## config.mk

```make
export PLATFORM = sky130hd
export DESIGN_NAME = dma_minor_seq
export DESIGN_NICKNAME = d
export VERILOG_FILES = /design/src/rtl/dma_seq_pkg.sv /design/src/rtl/dma_seq_throttle.sv /design/src/rtl/dma_seq_count.sv /design/src/rtl/dma_seq_addr.sv /design/src/rtl/dma_seq_fsm.sv /design/src/rtl/dma_minor_seq.sv
export SDC_FILE = /design/constraint.sdc
export NUM_CORES = 1
export LEC_CHECK = 0
export ABC_AREA = 1
export BUFFER_PORTS_ARGS = -buffer_cell sky130_fd_sc_hd__clkbuf_2
export CORE_AREA = 2 2 156 196
export CTS_BUF_LIST = sky130_fd_sc_hd__clkbuf_4
export DETAILED_ROUTE_END_ITERATION = 6
export DIE_AREA = 0 0 158 198
export HOLD_SLACK_MARGIN = 0.05
export PLACE_DENSITY = 0.56
export SETUP_SLACK_MARGIN = 0.1
export SLEW_MARGIN = 20
export SYNTH_ARGS = -nofsm -noshare
export SYNTH_HDL_FRONTEND = slang
export SYNTH_SLANG_ARGS = --single-unit
```

## constraint.sdc

```tcl
create_clock -name clk -period 1.75 [get_ports clk]
set_clock_uncertainty 0.05 [all_clocks]
set_input_delay 0.175 -clock clk [delete_from_list [all_inputs] [get_ports clk]]
set_output_delay 0.175 -clock clk [all_outputs]
set_load 0.02 [all_outputs]
```

## src/rtl/dma_seq_pkg.sv

```systemverilog
package dma_seq_pkg;

    typedef enum logic [1:0] {
        THR_NONE  = 2'b00,
        THR_RSVD  = 2'b01,
        THR_SHORT = 2'b10,
        THR_LONG  = 2'b11
    } thr_code_e;

    typedef enum logic [2:0] {
        S_IDLE,
        S_RD,
        S_RSTALL,
        S_WR,
        S_WSTALL,
        S_FIN,
        S_ABORT
    } seq_state_e;

    typedef struct packed {
        logic load;
        logic rd_hs;
        logic wr_hs;
        logic stalling;
    } seq_ctl_t;

    function automatic int unsigned stall_len(input thr_code_e code,
                                              input int unsigned short_n,
                                              input int unsigned long_n);
        case (code)
            THR_SHORT: return short_n;
            THR_LONG:  return long_n;
            default:   return 0;
        endcase
    endfunction

endpackage

```

## src/rtl/dma_seq_throttle.sv

```systemverilog
module dma_seq_throttle
    import dma_seq_pkg::*;
#(
    parameter int STALL_SHORT = 4,
    parameter int STALL_LONG  = 8,
    localparam int SW = $clog2(STALL_LONG + 1)
) (
    input  logic       clk,
    input  logic       rst,
    input  logic       load_i,
    input  logic [1:0] code_i,
    input  logic       hs_i,
    input  logic       stalling_i,
    input  logic       busy_i,
    output logic       stall_nz_o,
    output logic       stall_end_o
);

    thr_code_e     code_q;
    logic [SW-1:0] len;
    logic [SW-1:0] cnt;

    assign len = SW'(stall_len(code_q, STALL_SHORT, STALL_LONG));

    always_ff @(posedge clk) begin
        if (rst) begin
            code_q <= THR_NONE;
            cnt    <= '0;
        end else begin
            if (load_i) begin
                code_q <= thr_code_e'(code_i);
            end
            if (hs_i) begin
                cnt <= len;
            end else if (stalling_i && cnt != '0) begin
                cnt <= cnt - 1'b1;
            end
        end
    end

    assign stall_nz_o  = (len != '0);
    assign stall_end_o = stalling_i && (cnt == SW'(1));

    AST_CODE_HELD: assert property (@(posedge clk) disable iff (rst)
        busy_i && $past(busy_i) |-> $stable(code_q));

    AST_STALL_BOUND: assert property (@(posedge clk) disable iff (rst)
        cnt <= SW'(STALL_LONG));

endmodule

```

## src/rtl/dma_seq_count.sv

```systemverilog
module dma_seq_count #(
    parameter int CW  = 16,
    parameter int BPX = 4
) (
    input  logic          clk,
    input  logic          rst,
    input  logic          load_i,
    input  logic [CW-1:0] nbytes_i,
    input  logic          wr_hs_i,
    output logic          last_o,
    output logic          empty_o
);

    logic [CW-1:0] rem;

    always_ff @(posedge clk) begin
        if (rst) begin
            rem <= '0;
        end else if (load_i) begin
            rem <= nbytes_i;
        end else if (wr_hs_i) begin
            if (rem > CW'(BPX)) begin
                rem <= rem - CW'(BPX);
            end else begin
                rem <= '0;
            end
        end
    end

    assign last_o  = (rem <= CW'(BPX));
    assign empty_o = (rem == '0);

    AST_REM_SHRINKS: assert property (@(posedge clk) disable iff (rst)
        wr_hs_i |=> rem < $past(rem));

endmodule

```

## src/rtl/dma_seq_addr.sv

```systemverilog
module dma_seq_addr #(
    parameter int AW  = 32,
    parameter int DW  = 32,
    parameter int BPX = 4
) (
    input  logic          clk,
    input  logic          rst,
    input  logic          load_i,
    input  logic [AW-1:0] src_i,
    input  logic [AW-1:0] dst_i,
    input  logic          rd_hs_i,
    input  logic [DW-1:0] rd_data_i,
    input  logic          wr_hs_i,
    output logic [AW-1:0] rd_addr_o,
    output logic [AW-1:0] wr_addr_o,
    output logic [DW-1:0] wr_data_o
);

    logic [AW-1:0] src_q;
    logic [AW-1:0] dst_q;
    logic [DW-1:0] hold_q;

    always_ff @(posedge clk) begin
        if (rst) begin
            src_q  <= '0;
            dst_q  <= '0;
            hold_q <= '0;
        end else if (load_i) begin
            src_q <= src_i;
            dst_q <= dst_i;
        end else begin
            if (rd_hs_i) begin
                src_q  <= src_q + AW'(BPX);
                hold_q <= rd_data_i;
            end
            if (wr_hs_i) begin
                dst_q <= dst_q + AW'(BPX);
            end
        end
    end

    assign rd_addr_o = src_q;
    assign wr_addr_o = dst_q;
    assign wr_data_o = hold_q;

    AST_SRC_STEP: assert property (@(posedge clk) disable iff (rst)
        rd_hs_i |=> rd_addr_o == $past(rd_addr_o) + AW'(BPX));

    AST_DATA_KEPT: assert property (@(posedge clk) disable iff (rst)
        wr_hs_i |=> $stable(wr_data_o));

endmodule

```

## src/rtl/dma_seq_fsm.sv

```systemverilog
module dma_seq_fsm
    import dma_seq_pkg::*;
(
    input  logic     clk,
    input  logic     rst,
    input  logic     start_i,
    input  logic     zero_i,
    input  logic     rd_gnt_i,
    input  logic     wr_gnt_i,
    input  logic     err_i,
    input  logic     stall_nz_i,
    input  logic     stall_end_i,
    input  logic     last_i,
    input  logic     empty_i,
    output seq_ctl_t ctl_o,
    output logic     rd_req_o,
    output logic     wr_req_o,
    output logic     busy_o,
    output logic     done_o,
    output logic     err_o
);

    seq_state_e state;
    seq_state_e nxt;
    logic       run_err;

    assign rd_req_o = (state == S_RD);
    assign wr_req_o = (state == S_WR);
    assign busy_o   = (state == S_RD) || (state == S_RSTALL) ||
                      (state == S_WR) || (state == S_WSTALL);
    assign done_o   = (state == S_FIN);
    assign err_o    = (state == S_ABORT);
    assign run_err  = busy_o && err_i;

    always_comb begin
        ctl_o.load     = (state == S_IDLE) && start_i;
        ctl_o.rd_hs    = rd_req_o && rd_gnt_i && !err_i;
        ctl_o.wr_hs    = wr_req_o && wr_gnt_i && !err_i;
        ctl_o.stalling = ((state == S_RSTALL) || (state == S_WSTALL)) && !err_i;
    end

    always_comb begin
        nxt = state;
        if (run_err) begin
            nxt = S_ABORT;
        end else begin
            case (state)
                S_IDLE: begin
                    if (start_i) nxt = zero_i ? S_FIN : S_RD;
                end
                S_RD: begin
                    if (rd_gnt_i) nxt = stall_nz_i ? S_RSTALL : S_WR;
                end
                S_RSTALL: begin
                    if (stall_end_i) nxt = S_WR;
                end
                S_WR: begin
                    if (wr_gnt_i) begin
                        if (stall_nz_i) nxt = S_WSTALL;
                        else            nxt = last_i ? S_FIN : S_RD;
                    end
                end
                S_WSTALL: begin
                    if (stall_end_i) nxt = empty_i ? S_FIN : S_RD;
                end
                S_FIN:   nxt = S_IDLE;
                S_ABORT: nxt = S_IDLE;
                default: nxt = S_IDLE;
            endcase
        end
    end

    always_ff @(posedge clk) begin
        if (rst) state <= S_IDLE;
        else     state <= nxt;
    end

    AST_RD_HOLD: assert property (@(posedge clk) disable iff (rst)
        rd_req_o && !rd_gnt_i && !err_i |=> rd_req_o);

    AST_WR_HOLD: assert property (@(posedge clk) disable iff (rst)
        wr_req_o && !wr_gnt_i && !err_i |=> wr_req_o);

    AST_DONE_PULSE: assert property (@(posedge clk) disable iff (rst)
        done_o |=> !done_o && !busy_o);

    AST_ERR_ABORT: assert property (@(posedge clk) disable iff (rst)
        busy_o && err_i |=> err_o && !busy_o && !done_o && !rd_req_o && !wr_req_o);

    AST_START_BUSY: assert property (@(posedge clk) disable iff (rst)
        (state == S_IDLE) && start_i && !zero_i |=> busy_o);

endmodule

```

## src/rtl/dma_minor_seq.sv

```systemverilog
module dma_minor_seq
    import dma_seq_pkg::*;
#(
    parameter int AW          = 32,
    parameter int DW          = 32,
    parameter int CW          = 16,
    parameter int STALL_SHORT = 4,
    parameter int STALL_LONG  = 8
) (
    input  logic          clk,
    input  logic          rst,
    input  logic          start_i,
    input  logic [AW-1:0] src_addr_i,
    input  logic [AW-1:0] dst_addr_i,
    input  logic [CW-1:0] nbytes_i,
    input  logic [1:0]    throttle_i,
    output logic          rd_req_o,
    output logic [AW-1:0] rd_addr_o,
    input  logic          rd_gnt_i,
    input  logic [DW-1:0] rd_data_i,
    output logic          wr_req_o,
    output logic [AW-1:0] wr_addr_o,
    output logic [DW-1:0] wr_data_o,
    input  logic          wr_gnt_i,
    input  logic          err_i,
    output logic          busy_o,
    output logic          done_o,
    output logic          err_o
);

    localparam int BPX = DW / 8;

    seq_ctl_t ctl;
    logic     stall_nz;
    logic     stall_end;
    logic     last;
    logic     empty;
    logic     zero;

    assign zero = (nbytes_i == '0);

    dma_seq_fsm u_fsm (
        .clk        (clk),
        .rst        (rst),
        .start_i    (start_i),
        .zero_i     (zero),
        .rd_gnt_i   (rd_gnt_i),
        .wr_gnt_i   (wr_gnt_i),
        .err_i      (err_i),
        .stall_nz_i (stall_nz),
        .stall_end_i(stall_end),
        .last_i     (last),
        .empty_i    (empty),
        .ctl_o      (ctl),
        .rd_req_o   (rd_req_o),
        .wr_req_o   (wr_req_o),
        .busy_o     (busy_o),
        .done_o     (done_o),
        .err_o      (err_o)
    );

    dma_seq_throttle #(
        .STALL_SHORT(STALL_SHORT),
        .STALL_LONG (STALL_LONG)
    ) u_thr (
        .clk        (clk),
        .rst        (rst),
        .load_i     (ctl.load),
        .code_i     (throttle_i),
        .hs_i       (ctl.rd_hs || ctl.wr_hs),
        .stalling_i (ctl.stalling),
        .busy_i     (busy_o),
        .stall_nz_o (stall_nz),
        .stall_end_o(stall_end)
    );

    dma_seq_count #(
        .CW (CW),
        .BPX(BPX)
    ) u_cnt (
        .clk     (clk),
        .rst     (rst),
        .load_i  (ctl.load),
        .nbytes_i(nbytes_i),
        .wr_hs_i (ctl.wr_hs),
        .last_o  (last),
        .empty_o (empty)
    );

    dma_seq_addr #(
        .AW (AW),
        .DW (DW),
        .BPX(BPX)
    ) u_addr (
        .clk      (clk),
        .rst      (rst),
        .load_i   (ctl.load),
        .src_i    (src_addr_i),
        .dst_i    (dst_addr_i),
        .rd_hs_i  (ctl.rd_hs),
        .rd_data_i(rd_data_i),
        .wr_hs_i  (ctl.wr_hs),
        .rd_addr_o(rd_addr_o),
        .wr_addr_o(wr_addr_o),
        .wr_data_o(wr_data_o)
    );

    AST_THROTTLE_GAP: assert property (@(posedge clk) disable iff (rst)
        (ctl.rd_hs || ctl.wr_hs) && stall_nz |=> !rd_req_o && !wr_req_o);

    AST_B2B_WRITE: assert property (@(posedge clk) disable iff (rst)
        ctl.rd_hs && !stall_nz |=> wr_req_o);

    AST_ONE_REQ: assert property (@(posedge clk) disable iff (rst)
        !(rd_req_o && wr_req_o));

endmodule

```

# == After elaboration in Yosys (flattened, before gate mapping) ==
# Cells that the tools add are included.
# word_totals
regBits,121
output_inout_bits,101
# classes
add_sub_neg,4
order_cmp,2
n_eq_ne,19
n_mux,22
bitwise,1
n_reduce_logical,27
# ops
operator,count
$mux 32,4
$add 32x3->32 const B,2
$mux 16,3
$logic_not 16->1,2
$mux 3,10
$gt 16x3->1 const B,1
$le 16x3->1 const B,1
$sub 16x3->16 const B,1
$pmux 3 s5,1
$ne 2x2->1 const B,5
$reduce_and 5->1,2
$eq 3x3->1 const B,3
$logic_and 1x1->1,9
$ne 3x2->1 const B,3
$mux 4,2
$pmux 4 s2,1
$reduce_bool 4->1,2
$eq 3x2->1 const B,2
$ne 3x3->1 const B,2
$reduce_bool 2->1,3
$logic_or 1x1->1,5
$eq 2x2->1 const B,2
$eq 4x1->1 const B,1
$sub 4x1->4 const B,1
other kinds (7),7

# == Depth between registers and ports, before layout ==
# Gate-level depths: netlist (run 1).
# logic_depth
word_depth,7
depth_mapped,11

# == Modules after synthesis ==
# A second synthesis (run 1) with hierarchy kept.
# hier_totals
cells_unflattened,1106
area_unflattened_um2,7223.2
# modules_own_cells
module,n_inst,cells_per_inst,area_each_um2,seq_area_each_um2
dma_seq_addr,1,797,5276.3,1921.8
dma_seq_count,1,166,1133.6,320.3
dma_seq_throttle,1,57,359.1,120.1
dma_seq_fsm,1,58,344.1,60.1
dma_minor_seq,1,28,110.1,0.0

# == Least setup slack after synthesis (run 1) ==
# OpenSTA, ideal clock, no wires.
# synth_timing
kind,register -> register
from,register u_addr.src_q[2] (netlist: u_addr.rd_addr_o[2])
to,register u_addr.src_q[30] (netlist: u_addr.rd_addr_o[30])
t_arrival_ps,1645
required_ps,1572
slack_ps,-73
path_stages_with_launch,11
path_buffers,0
period_less_slack_ps,1823
cell_sequence,dfxtp_1 -> ha_1 -> inv_1 -> nor2_1 -> inv_1 -> nor2_1 -> nand2_1 -> nand2_1 -> nand2_1 -> a21oi_1 -> nor2_1
# synth_between
elab_chain_len,3
# synth_rtl
element,line,text
start: declaration,dma_seq_addr.sv:19,logic [AW-1:0] src_q;
start signal: assignment,dma_seq_addr.sv:29,src_q <= src_i;
start signal: assignment,dma_seq_addr.sv:33,src_q <= src_q + AW'(BPX);
$add 32x3->32,dma_seq_addr.sv:33,
$mux 32,dma_seq_addr.sv:32,if (rd_hs_i) begin
$mux 32,dma_seq_addr.sv:28,end else if (load_i) begin
# Every way passes these cells. The select of a mux whose other input is x is not followed.
# A chain may end at the register's enable or synchronous reset.

# == Worst setup path after layout (run 1) ==
# layout_timing
from,register u_fsm.state[1]
to,output port busy_o
# layout_between
elab_chain_len,4
elab_cells_between_ends,7
cone_classes,eq/ne (4); reduce/logical (3)
# layout_rtl
element,line,text
start: declaration,dma_seq_fsm.sv:23,seq_state_e state;
start signal: assignment,dma_seq_fsm.sv:75,else state <= nxt;
$eq 3x1->1 or $eq 3x2->1 (tied branches),dma_seq_fsm.sv:29,assign busy_o = (state == S_RD) || (state == S_RSTALL) ||
$logic_or 1x1->1 (2 in series),dma_seq_fsm.sv:29,
$logic_or 1x1->1 (*),dma_seq_fsm.sv:30,(state == S_WR) || (state == S_WSTALL);
end: declaration,dma_minor_seq.sv:26,"output logic busy_o,"
# Every way passes the cells marked *; elsewhere a longest branch is shown, timed or not.

==> results.md, run 1 <==
* Hold Slack at 253 ps
* # Max-Cap Violations at 0
* CTS sink cnt at 121
* Share of the core filled with cells in the final layout at 0.432
* Category of the worst setup path capture point: primary output
* Number of vias in the routed layout at 9,515
* Arrival time at the worst endpoint at 1580 ps
* Vert. Die Dim at 198 microns
* Largest family of logic cells by synthesized area: simple AND/OR/NAND/NOR gates
* Avg Inst Size Synth at 6.08 sq um
* CTS tree: built
* Final Instance Count excl. Fillers at 2,056
* Post-synthesis share of cell area spent on and, or, nand and nor gates at 0.408
* Cell Area, Placed at 9090 sq um
* Largest net degree at the start of global routing at 66
* Residual overflow from global routing at 0
* Number of iterations in the first detailed-routing pass at 5
* Cell breakdown of the critical path: nor2_4 > nand2_2 > nand2_4 > inv_4 > nand2_4 > buf_8
* Slowest-stage cell, CP: dfxtp_4
* Transition time at the pin with the least slew margin at 425 ps
* Die X-Extent at 158 microns
* Max H-tree Level at 4
* Achievable clock frequency at 554 MHz
* WL/cell at 15.7 microns
* Root buffer selected by CTS: clkbuf_4
* Post-Route M1 WL at 13,100 microns
* Top routing layer used: met4
* Cells after Synth at 1,197
* Iteration-0 DRC count of the detailed router at 506
* Port-buffer cells at 220
* Violations in the final reports: setup timing
* Core Rows at 71
* Critical Path RT at 1520 ps
* Placeable core area at 29,700 sq um
* Clock network latency to the later pin of the worst-skew pair at 650 ps
* Class of the most critical setup path: flip-flop to primary output
* Number of pins with negative max-slew slack in the final report at 0
* Clock-pin slew reported for the worst setup and hold paths after clock tree synthesis at 130 ps
* Power Dens Cells at 1280 nW/um^2
* Syn. warnings at 0
* Most instantiated flip-flop cell in the synthesis netlist: dfxtp_1
* EDFF count, synth at 0
* Post-Synthesis Net Count at 1,323
* Xor-xnor portion of the synthesized cell area at 0.0229
* Share of synthesized area occupied by flip-flops and latches at 0.333
* Share of layout cells above drive strength 1 at 0.378
* Number of global-route vias before repair at 8,816
* Post-Layout Inst Area at 12,800 sq um
* Worst-path maximum fanout at 4
* Aggregate global-route resource usage at 0.184
* Post-route ant nets at 0
* GP Congestion at 0.892
* Result of the run: finished, violations left
* Smallest setup slack after layout at -55.1 ps
* Minimum clock period at 1810 ps
* Placed cell count at 1,822
* Die Area at 31,300 sq um
* Library cells used by synthesis at 41
* Nets at 1,768
* Stage delay of the slowest cell on the critical path at 390 ps
* Inserted Clock Buffers at 17
* Number of primary I/O pins at 221
* Routed wire length at 32,200 microns
* Post-synthesis share of cell area spent on full adders, half adders and majority gates at 0.0103
* Seq cells post-synth at 121
* Worst slew slack as a fraction of its limit at 0.717
* VDD IR-drop max at 731 uV
* Final setup viols at 4
* Mux cell area share after synthesis at 0
* Leakage power at 5.66 nW
* Type of element launching the critical path: flip-flop
* Share of flip-flops with an asynchronous set or reset at 0
* Remaining routing DRC violations at 0
* Initial antenna violation count at 1
* Final worst path period share at 1.03
* Most frequent cells in the layout: nand2_1 (275), nor2_1 (221), clkbuf_2 (215)
* Crit path top cell by count: nand2_4
* Worst min path class: input pin to flip-flop
* Clk buf depth at 2
* HPWL Detailed at 20,100 microns
* Wire length of the first global-routing pass at 44,900 microns
* Unrepaired setup endpoints after global routing: yes
* Relative area change from synthesis to final layout at 76.1%
* Leading cell type in the layout, fill and taps excluded: nand2_1
* Netlist area before placement at 7280 sq um
* Routed vias/inst at 4.63
* Compound-cell area share of the yosys netlist at 0.125
* Starting density of the core at 0.245
* Routed wire length on met2 at 16,300 microns
* Met3 WL post-DR at 1410 microns
* Final hold violation count at 0
-- registers in the layout (all words and copies together) (netlist names) --
signal and flops:
u_addr.rd_addr_o 32, u_cnt.rem 16, u_thr.code_q 2, u_addr.wr_addr_o 32
u_addr.wr_data_o 32, u_fsm.state 3, u_thr.cnt 4
-- stage by stage --
stage	TNS (ps)	setup slack, ps	total power [W]
floorplan	0	136	0.00807
global placement	-40.9	-25.5	0.0101
detailed placement	-719	-51.5	0.0102
CTS	-501	-58.1	0.0139
global route	-1500	-127	0.0174
finish	-84.9	-55.1	0.0164
-- routing by layer --
layer	vias up	global-route usage
li1	4709	-
met1	4437	0.215
met2	284	0.325
met3	85	0.0317
met4	0	0.0874
met5	-	0
-- logic make-up after synthesis --
logic type	after synthesis
simple gates	719
compound gates	171
buf+inv	161
flops	121
xor+xnor	19
fa+ha+maj	6
-- layout make-up --
type                       instances  area (sq um)
tap                              401           502
timing repair inverter             2          17.5
clock buffer                      18           135
sequential                       121          2450
timing repair buffer             469          4000
multi-input combinational        916          5080
antenna                            1          2.50
clock inverter                    13           148
fill                            3045         16900
inverter                         115           484
-- timing repair --
action                                  4_1_cts  5_1_grt
hold buffers                                119        0
endpoints found under the hold margin       121        0
endpoints found under the setup margin      106      128
pin swaps                                    18       96
cloned                                        6       17
resized for setup                            90      342
buffers inserted                             26       37
-- synthesized netlist by cell type, types with 8 or more instances --
| cell type | instances | area [sq um] |
|---|---|---|
| dfxtp_1 | 121 | 2420 |
| clkbuf_1 | 16 | 60.1 |
| nand2_1 | 346 | 1300 |
| xor2_1 | 15 | 131 |
| inv_1 | 108 | 405 |
| nand4_1 | 15 | 93.8 |
| a31oi_1 | 8 | 50.1 |
| buf_2 | 13 | 65.1 |
| a21oi_1 | 62 | 310 |
| nor3_1 | 13 | 65.1 |
| buf_6 | 9 | 101 |
| nor2_1 | 250 | 938 |
| o21ai_0 | 79 | 395 |
| nand3_1 | 70 | 350 |
-- critical path, delay by kind of cell (launching register included) --
kind,cells,cell delay [ps]
simple gates,4,410
flops,1,390
buf+inv,2,150
-- report_power, final --
part	total, W	switching, W	leakage (nW)	internal [W]
Combinational	0.0101	0.00553	4.52	0.00452
Sequential	0.00420	0.000764	0.996	0.00344
Clock	0.00217	0.00131	0.142	0.000868
Total	0.0164	0.00760	5.66	0.00883
-- worst paths after layout --
| check | end | start | depth (start not counted) | slack (ps) |
|---|---|---|---|---|
| worst max-delay path | busy_o | u_fsm.state[1] | 6 | -60 |
| worst min-delay path | u_addr.rd_addr_o[1] | src_addr_i[1] | 4 | 250 |
| worst max register to register | u_addr.wr_addr_o[30] | u_fsm.state[1] | 12 | -20 |
| worst min register to register | u_thr.code_q[0] | u_thr.code_q[0] | 2 | 440 |
Power figures use the tool's default switching activity.
==> inputs of run 2 (changes only) <==
Settings changed: CTS_BUF_LIST sky130_fd_sc_hd__clkbuf_4 to sky130_fd_sc_hd__clkbuf_16.
==> run 2 against run 1 <==
Compared with the run above: first-iteration DRC count grew 5.1%; clock power grew 65%; sequential share of layout area grew 2.5 points; cell count shrank 3.1%; the flow now finishes without violations; non-clock buffer count shrank 61; maximum frequency grew 11%; flip-flop and latch count is the same; count of clock-buffer cells in the layout shrank 1; worst setup slack gained 180 ps; sequential power is essentially flat.
==> results.md, run 2 (synthesized netlist as in run 1, its figures left out) <==
* Result of the run: finished, final reports clean
* Largest delay contributor family on the critical path: simple AND/OR/NAND/NOR gates
* Inserted Clock Buffers at 17
* Residual overflow from global routing at 0
* Relative area change from synthesis to final layout at 57.3%
* Final worst path period share at 0.926
* Crit path top cell by count: nand2_2
* Slowest-stage cell, CP: dfxtp_4
* Starting density of the core at 0.245
* Arrival time at the worst endpoint at 1400 ps
* Critical path depth in cells at 6
* Achievable clock frequency at 617 MHz
* R2r setup slk at 130 ps
* Crit path capture: busy_o
* HPWL Detailed at 20,100 microns
* Type of element launching the critical path: flip-flop
* Leading cell type in the layout, fill and taps excluded: nand2_1
* GP Congestion at 0.892
* Port-buffer cells at 220
* Post-route ant nets at 0
* Worst reg2reg endpoint: u_addr.wr_addr_o[11]
* Number of pins with negative max-slew slack in the final report at 0
* Wire length of the first global-routing pass at 42,700 microns
* Leakage power at 5.06 nW
* Met3 WL post-DR at 926 microns
* Clock network latency to the later pin of the worst-skew pair at 460 ps
* Most frequent cells in the layout: nand2_1 (337), nor2_1 (220), clkbuf_2 (217)
* Antenna diode count at 0
* Max H-tree Level at 4
* Number of iterations in the first detailed-routing pass at 5
* Core Rows at 71
* Clk buf depth at 2
* # Max-Cap Violations at 0
* Power Dens Cells at 1320 nW/um^2
* WL/cell at 14.5 microns
* Stage delay of the slowest cell on the critical path at 370 ps
* Critical Path RT at 1520 ps
* Die X-Extent at 158 microns
* Iteration-0 DRC count of the detailed router at 532
* CTS sink cnt at 121
* Largest net degree at the start of global routing at 66
* Share of layout cells above drive strength 1 at 0.282
* Cell Area, Placed at 9090 sq um
* Unrepaired setup endpoints after global routing: yes
* Post-layout total power at 0.0151 W
* Number of buffer and inverter instances along the worst setup path at 2
* Worst-path maximum fanout at 7
* Reg-to-Reg Start: u_fsm.state[1]
* VDD IR-drop max at 686 uV
* Root buffer selected by CTS: clkbuf_16
* FILL cells at 3,208
* Remaining routing DRC violations at 0
* Post-Layout Inst Area at 11,500 sq um
* Vert. Die Dim at 198 microns
* Routed wire length on met2 at 14,800 microns
* Number of primary I/O pins at 221
* Hold Slack at 60.7 ps
* Clock-pin slew reported for the worst setup and hold paths after clock tree synthesis at 60 ps
* Post-Route M1 WL at 12,300 microns
* Worst slew slack as a fraction of its limit at 0.740
* Critical Path Source: u_fsm.state[1]
* Worst min path class: input pin to flip-flop
* Cells on worst reg2reg path at 8
* Placeable core area at 29,700 sq um
* Routed vias/inst at 4.55
* Setup TNS at 0 ps
* Final hold violation count at 0
* Die Area at 31,300 sq um
* Class of the most critical setup path: flip-flop to primary output
* Top routing layer used: met4
* Number of global-route vias before repair at 8,410
* Nets at 1,705
* Minimum clock period at 1620 ps
* Aggregate global-route resource usage at 0.175
* Routed wire length at 28,800 microns
* Cell breakdown of the critical path: nor2_4 > nand2_2 > nand2_2 > inv_2 > nand2_4 > buf_8
* CTS tree: built
* Initial antenna violation count at 0
* Final setup viols at 0
* Number of vias in the routed layout at 9,061
* Category of the worst setup path capture point: primary output
* Transition time at the pin with the least slew margin at 388 ps
==> run 2: cell types whose count changed in the layout (fill, tap and decap cells not counted), moves of 13 or more <==
cell           previous run  this run
clkbuf_4                 18         0
dlygate4sd3_1           119       101
dfxtp_1                 104        89
buf_6                    31         6
nand2_2                  42         7
nand2_4                  32         8
o21ai_1                  27        11
a21oi_2                  28         4
o21ai_0                  16        70
nand2_1                 275       337
dfxtp_2                  14        27
a21oi_1                  34        58
o21ai_2                  39         3
nand3_1                  55        68
==> run 2: worst reg2reg max path: cells and delay by family (launching register included) <==
kind            cells  cell delay, ps
flops               1             370
buf+inv             2             270
compound gates      1              40
simple gates        5             770
==> run 2: area by class of cell <==
cell class                 count  area [sq um]  area share
clock buffer                  17           425      0.0371
timing repair buffer         408          3070       0.268
multi-input combinational    916          4360       0.381
tap                          401           502      0.0438
inverter                     115           464      0.0405
clock inverter                14           151      0.0132
sequential                   121          2470       0.216
==> run 2: per-layer routing <==
layer,track usage,vias up
li1,-,4579
met1,0.208,4240
met2,0.310,193
met3,0.0311,49
met4,0.0684,0
met5,0,-
==> run 2: worst min path at each step <==
| stage | slack [ps] | cells past startpoint | startpoint | end |
|---|---|---|---|---|
| 3_3_place_gp | 350 | 3 | src_addr_i[0] | u_addr.rd_addr_o[0] |
| 4_1_cts | 50 | 5 | nbytes_i[8] | u_cnt.rem[8] |
| 2_1_floorplan | 260 | 2 | src_addr_i[0] | u_addr.rd_addr_o[0] |
| 3_5_place_dp | 370 | 3 | src_addr_i[1] | u_addr.rd_addr_o[1] |
| 6_report | 60 | 5 | nbytes_i[14] | u_cnt.rem[14] |
| 5_1_grt | 80 | 5 | dst_addr_i[31] | u_addr.wr_addr_o[31] |
==> run 2: timing repair <==
item                                    CTS  global route
buffers inserted                          4            29
pin swaps                                 3            24
endpoints found under the setup margin   97           100
hold endpoints to repair                101             0
resized for setup                        27           119
cloned                                    0             5
hold buffers                            101             0
==> run 2: where the power goes <==
group | leakage, nW | internal, W | switching [W]
Combinational | 3.79 | 0.00304 | 0.00431
Sequential | 1.00 | 0.00347 | 0.000723
Clock | 0.274 | 0.00209 | 0.00150
Total | 5.06 | 0.00861 | 0.00653
==> run 2: metrics by stage <==
stage / util / instances / setup slack (ps)
5_1_grt: 0.386 / 1992 / 31.7
2_1_floorplan: - / 1197 / 136
4_1_cts: 0.364 / 1958 / 41.0
6_report: 0.386 / 1992 / 129
3_5_place_dp: 0.307 / 1822 / -51.5
3_3_place_gp: 0.307 / 1822 / -25.5
